## config.mk

```make
export PLATFORM = sky130hd
export DESIGN_NAME = pause_flow_ctrl
export DESIGN_NICKNAME = d
export VERILOG_FILES = /design/src/rtl/pause_flow_pkg.sv /design/src/rtl/pause_hold_timer.sv /design/src/rtl/pause_frame_fmt.sv /design/src/rtl/pause_flow_ctrl.sv
export SDC_FILE = /design/constraint.sdc
export NUM_CORES = 1
export LEC_CHECK = 0
export ABC_AREA = 1
export BUFFER_PORTS_ARGS = -buffer_cell sky130_fd_sc_hd__buf_2
export CORE_MARGIN = 2
export CORE_UTILIZATION = 40
export CTS_BUF_LIST = sky130_fd_sc_hd__clkbuf_4
export DETAILED_ROUTE_END_ITERATION = 12
export SYNTH_ARGS = -nofsm -noshare
export SYNTH_HDL_FRONTEND = slang
export SYNTH_SLANG_ARGS = --single-unit
export TNS_END_PERCENT = 10
```

## constraint.sdc

```tcl
create_clock -name clk -period 5.55 [get_ports clk]
set_input_delay 1.11 -clock clk [delete_from_list [all_inputs] [get_ports clk]]
set_output_delay 1.11 -clock clk [all_outputs]
set_load 0.1 [all_outputs]
```

## src/rtl/pause_flow_pkg.sv

```systemverilog
package pause_flow_pkg;

    typedef enum logic {
        PF_IDLE = 1'b0,
        PF_SEND = 1'b1
    } pf_state_e;

    localparam logic [47:0] PF_DEST_ADDR = 48'h0180_C200_0001;
    localparam logic [15:0] PF_ETHERTYPE = 16'h8808;
    localparam logic [15:0] PF_OPCODE    = 16'h0001;

endpackage

```

## src/rtl/pause_hold_timer.sv

```systemverilog
module pause_hold_timer #(
    parameter int QUANTA_W        = 16,
    parameter int CLK_PER_QUANTUM = 64
) (
    input  logic                clk,
    input  logic                rst_n,
    input  logic                load,
    input  logic [QUANTA_W-1:0] load_quanta,
    output logic                hold
);
    localparam int SUB_W = (CLK_PER_QUANTUM > 1) ? $clog2(CLK_PER_QUANTUM) : 1;
    localparam logic [SUB_W-1:0] SUB_LAST = SUB_W'(CLK_PER_QUANTUM - 1);

    typedef struct packed {
        logic [QUANTA_W-1:0] left;
        logic [SUB_W-1:0]    sub;
    } tmr_s;

    tmr_s tmr_d, tmr_q;

    always_comb begin
        tmr_d = tmr_q;
        if (load) begin
            tmr_d.left = load_quanta;
            tmr_d.sub  = '0;
        end else if (tmr_q.left != '0) begin
            if (tmr_q.sub == SUB_LAST) begin
                tmr_d.sub  = '0;
                tmr_d.left = tmr_q.left - 1'b1;
            end else begin
                tmr_d.sub = tmr_q.sub + 1'b1;
            end
        end
    end

    always_ff @(posedge clk or negedge rst_n) begin
        if (!rst_n) tmr_q <= '0;
        else        tmr_q <= tmr_d;
    end

    assign hold = (tmr_q.left != '0);

endmodule

```

## src/rtl/pause_frame_fmt.sv

```systemverilog
module pause_frame_fmt #(
    parameter int QUANTA_W = 16,
    parameter int IDX_W    = 6
) (
    input  logic [IDX_W-1:0]    idx,
    input  logic [47:0]         src_addr,
    input  logic [QUANTA_W-1:0] quanta,
    output logic [7:0]          byte_o
);
    import pause_flow_pkg::*;

    logic [15:0] quanta16;
    assign quanta16 = 16'(quanta);

    always_comb begin
        int i;
        i = int'(idx);
        byte_o = 8'h00;
        if (i < 6)        byte_o = 8'(PF_DEST_ADDR >> (8 * (5 - i)));
        else if (i < 12)  byte_o = 8'(src_addr >> (8 * (11 - i)));
        else if (i == 12) byte_o = PF_ETHERTYPE[15:8];
        else if (i == 13) byte_o = PF_ETHERTYPE[7:0];
        else if (i == 14) byte_o = PF_OPCODE[15:8];
        else if (i == 15) byte_o = PF_OPCODE[7:0];
        else if (i == 16) byte_o = quanta16[15:8];
        else if (i == 17) byte_o = quanta16[7:0];
    end

endmodule

```

## src/rtl/pause_flow_ctrl.sv

```systemverilog
module pause_flow_ctrl #(
    parameter int QUANTA_W        = 16,
    parameter int CLK_PER_QUANTUM = 64,
    parameter int MIN_BYTES       = 60
) (
    input  logic                clk,
    input  logic                rst_n,
    input  logic                xoff_req,
    input  logic                xon_req,
    input  logic [QUANTA_W-1:0] quanta_cfg,
    input  logic [47:0]         station_addr,
    input  logic                ignore_pause,
    input  logic                fwd_pause,
    input  logic                rx_pause_valid,
    input  logic [QUANTA_W-1:0] rx_pause_quanta,
    input  logic                tx_busy,
    output logic                pf_valid,
    output logic [7:0]          pf_data,
    output logic                pf_first,
    output logic                pf_last,
    output logic                tx_hold,
    output logic                rx_pause_to_user
);
    import pause_flow_pkg::*;

    localparam int IDX_W = $clog2(MIN_BYTES);
    localparam logic [IDX_W-1:0] IDX_LAST = IDX_W'(MIN_BYTES - 1);

    typedef struct packed {
        pf_state_e           state;
        logic [IDX_W-1:0]    idx;
        logic [QUANTA_W-1:0] quanta;
        logic                xoff_pend;
    } ctl_s;

    ctl_s ctl_d, ctl_q;

    logic want_xoff;
    logic slot_free;

    always_comb begin
        ctl_d     = ctl_q;
        want_xoff = ctl_q.xoff_pend | xoff_req;
        slot_free = (ctl_q.state == PF_IDLE) || (ctl_q.idx == IDX_LAST);
        ctl_d.xoff_pend = want_xoff;
        if (ctl_q.state == PF_SEND && ctl_q.idx != IDX_LAST) begin
            ctl_d.idx = ctl_q.idx + 1'b1;
        end else if (slot_free) begin
            if (!tx_busy && (want_xoff || xon_req)) begin
                ctl_d.state  = PF_SEND;
                ctl_d.idx    = '0;
                ctl_d.quanta = want_xoff ? quanta_cfg : '0;
                if (want_xoff) ctl_d.xoff_pend = 1'b0;
            end else begin
                ctl_d.state = PF_IDLE;
                ctl_d.idx   = '0;
            end
        end
    end

    always_ff @(posedge clk or negedge rst_n) begin
        if (!rst_n) begin
            ctl_q.state     <= PF_IDLE;
            ctl_q.idx       <= '0;
            ctl_q.quanta    <= '0;
            ctl_q.xoff_pend <= 1'b0;
        end else begin
            ctl_q <= ctl_d;
        end
    end

    pause_frame_fmt #(
        .QUANTA_W (QUANTA_W),
        .IDX_W    (IDX_W)
    ) u_fmt (
        .idx      (ctl_q.idx),
        .src_addr (station_addr),
        .quanta   (ctl_q.quanta),
        .byte_o   (pf_data)
    );

    pause_hold_timer #(
        .QUANTA_W        (QUANTA_W),
        .CLK_PER_QUANTUM (CLK_PER_QUANTUM)
    ) u_hold (
        .clk         (clk),
        .rst_n       (rst_n),
        .load        (rx_pause_valid & ~ignore_pause),
        .load_quanta (rx_pause_quanta),
        .hold        (tx_hold)
    );

    assign pf_valid         = (ctl_q.state == PF_SEND);
    assign pf_first         = pf_valid && (ctl_q.idx == '0);
    assign pf_last          = pf_valid && (ctl_q.idx == IDX_LAST);
    assign rx_pause_to_user = rx_pause_valid & fwd_pause;

endmodule

```

==> results.sh <==
export IMPL_cts_setup_buffers=0
export IMPL_yosysWarnings=0
export IMPL_synthDistinctLibCells=32
export IMPL_dieWidth_um=99.6
export IMPL_area_growth_pct=17.9
export IMPL_layout_nets=769
export IMPL_finalHoldViolCount=0
export IMPL_postCtsHoldBufs=0
export IMPL_reg2reg_from="ctl_q[17]"
export IMPL_cp_arrival_ns=3.14
export IMPL_synth_nets=675
export IMPL_syn_inst=574
export IMPL_power_mw=0.927
export IMPL_fin_ws_ns=1.30
export IMPL_critPathSlowestCell="dfrtp_1"
export IMPL_dp_hpwl_mm=6.91
export IMPL_power_frac_comb_pct=31.0
export IMPL_p_per_area_nw_per_um2=215
export IMPL_peakVddDrop_uv=150
export IMPL_power_switching_mw=0.337
export IMPL_yosys_top_cells_count="nand2_1, inv_1, nor2_1"
export IMPL_synth_flop_cell="dfrtp_1"
export IMPL_status="finished, final reports clean"
export IMPL_vias=3813
export IMPL_cts_tree="done"
export IMPL_yosysMostFrequentCell="nand2_1"
export IMPL_fin_skew_ns=0.0222
export IMPL_io_buffers=100
export IMPL_drt_wl_total_mm=9.01
export IMPL_rows=34
export IMPL_critPathCapture="pf_data[5]"
export IMPL_die_area_um2=9910
export IMPL_intPower_mw=0.590
export IMPL_crit_start="ctl_q[17]"
export IMPL_grt_use_total_pct=18.6
export IMPL_layout_drive_gt1_share_pct=21.1
export IMPL_path_clk_slew_ns=0.16
export IMPL_slew_limit_headroom_pct=20.7
export IMPL_critPathKind="register to output port"
export IMPL_root_buffer="clkbuf_4"
export IMPL_cts_sinks=46
export IMPL_period_needed_ns=4.25
export IMPL_die_h_um=99.6
export IMPL_overflow=0
export IMPL_design_area_um2=4310
export IMPL_fin_util_pct=48.9
export IMPL_cts_path_max_buffers=2
export IMPL_synth_area_um2=3650
export IMPL_synth_area_per_cell_um2=6.36
export IMPL_swShare_pct=36.3
export IMPL_dp_cells=769
export IMPL_htreeDepth=2
export IMPL_setup_tns_final_ns=0
export IMPL_path_cells="clkinv_1 -> buf_4 -> ha_1 -> nand2_1 -> nand3_1 -> o21ai_0 -> o21ai_0 -> nor2_1 -> buf_2"
export IMPL_cp_common_cell="o21ai_0"
export IMPL_tightest_slew_ns=1.18
export IMPL_crit_required_ns=4.44
export IMPL_pwr_share_clk_pct=23.7
export IMPL_ys_ff_latch=46
export IMPL_first_iter_violations=100
export IMPL_pwr_share_seq_pct=45.2
export IMPL_fin_crit_sh_pct=76.5
export IMPL_ff2ff_setup_slack_ns=3.07
export IMPL_end_kind="output port"
export IMPL_reg2reg_depth=7
export IMPL_initial_core_util_pct=41.5
export IMPL_grt_max_degree=47
export IMPL_viasPerCell=4.91
export IMPL_ant_nets=0
export IMPL_first_pass_iters=4
export IMPL_io_pins=101
export IMPL_fin_cells=777
export IMPL_max_cap_viol_count=0
export IMPL_worstReg2RegEnd="ctl_q[12]"
export IMPL_wl_per_cell_um=11.6
export IMPL_clkLatencyLatePin_ns=0.37
export IMPL_yosysTopAreaCellShare_pct=31.5
export IMPL_hold_class="register to register"
export IMPL_grt_pass1_vias=3541
export IMPL_finalSetupViolations=0
export IMPL_ys_seq_area_share_pct=31.5
export IMPL_gp_congestion=0.900
export IMPL_dpl_instance_area_um2=4220
export IMPL_yosys_area_top_type="dfrtp_1"
export IMPL_maxSlewViolCount=0
export IMPL_core_area_um2=8810
export IMPL_cp_max_fo=31
export IMPL_startpoint_type="register"
export IMPL_rsz0062_at_grt="no"
export IMPL_grt_pass1_wl_mm=15.4
export IMPL_antenna_found_initial=0
export IMPL_diodes=0
export IMPL_p_leak_nw=2.45
export IMPL_cts_made_buffers=5
export IMPL_place_ws_ns=1.71
export IMPL_crit_path_max_incr_delay_ns=0.95
export IMPL_drc_errors=0
export IMPL_synth_edff_count=0
export IMPL_holdWs_ns=0.536
export IMPL_cts_resized_gates=0
export IMPL_nFillCells=940
export IMPL_fmax_mhz=235
export IMPL_synth_area_leaders="dfrtp_1, nand2_1, inv_1"
export IMPL_synthArstFlopShare_pct=100
how the worst min path moves through the flow:
stage | start | to | depth (start not counted)
finish | ctl_q[5] | ctl_q[5] | 2
global route | ctl_q[9] | ctl_q[9] | 2
CTS | ctl_q[5] | ctl_q[5] | 2
detailed placement | ctl_q[5] | ctl_q[5] | 2
global placement | ctl_q[5] | ctl_q[5] | 2
floorplan | ctl_q[9] | ctl_q[9] | 2
metal layers:
| metal | GRT usage (%) | wire length, um | vias to the layer above |
|---|---|---|---|
| met1 | 23.2 | 4170 | 1727 |
| met5 | 0 | 0 | - |
| li1 | - | - | 1990 |
| met4 | 2.53 | 46 | 0 |
| met3 | 2.67 | 384 | 4 |
| met2 | 34.7 | 4410 | 92 |
critical path: cells and delay by family, from the launching register on:
kind                     cells  cell delay, ns
AO/OA/AOI/OAI                2            0.22
adder cells (fa/ha/maj)      1            0.24
buffers and inverters        3            0.85
flip-flops                   1            0.95
AND/OR/NAND/NOR              3            0.50
layout make-up:
| cell class | instances | area (um2) | area share [%] |
|---|---|---|---|
| repair buffers | 103 | 523 | 12.1 |
| clock buffers | 6 | 45.0 | 1.05 |
| inverters | 80 | 303 | 7.03 |
| well taps | 108 | 135 | 3.14 |
| clock inverters | 2 | 37.5 | 0.872 |
| flip-flops and latches | 46 | 1150 | 26.7 |
| multi-input cells | 432 | 2110 | 49.0 |
placed cells by master, fill, tap and decap left out, types with 4 or more instances in the layout:
master	instances
nand2_1	191
buf_2	100
inv_1	78
nor2_1	56
nand3_1	49
o21ai_0	47
dfrtp_1	46
ha_1	13
a21oi_1	11
o21a_1	8
o21ai_2	7
nand4_1	6
nor3_1	6
clkbuf_4	6
nor2_2	5
o21ai_1	5
or2_2	5
nor2_4	5
nand3b_1	4
nand2_2	4
xor2_1	4
flip-flops by register name (all words and copies together) (netlist names):
name / count
u_hold.tmr_q: 22
ctl_q: 23
pf_valid: 1
power groups by stage:
stage | sequential, mW | combinational [mW] | clock (mW)
floorplan | 0.417 | 0.214 | 0
global placement | 0.425 | 0.282 | 0
detailed placement | 0.425 | 0.291 | 0
CTS | 0.419 | 0.292 | 0.226
global route | 0.426 | 0.338 | 0.236
finish | 0.419 | 0.287 | 0.220
kinds of logic (layout without fill, tap and decap cells):
kind of cell    Yosys count  after routing  synth area share [%]
simple gates            335            335                  40.0
fa+ha+maj                13             13                  4.45
buf+inv                  96            191                  10.7
compound gates           79             79                  12.1
xor+xnor                  5              5                  1.20
flops                    46             46                  31.5
Power figures use the tool's default switching activity.
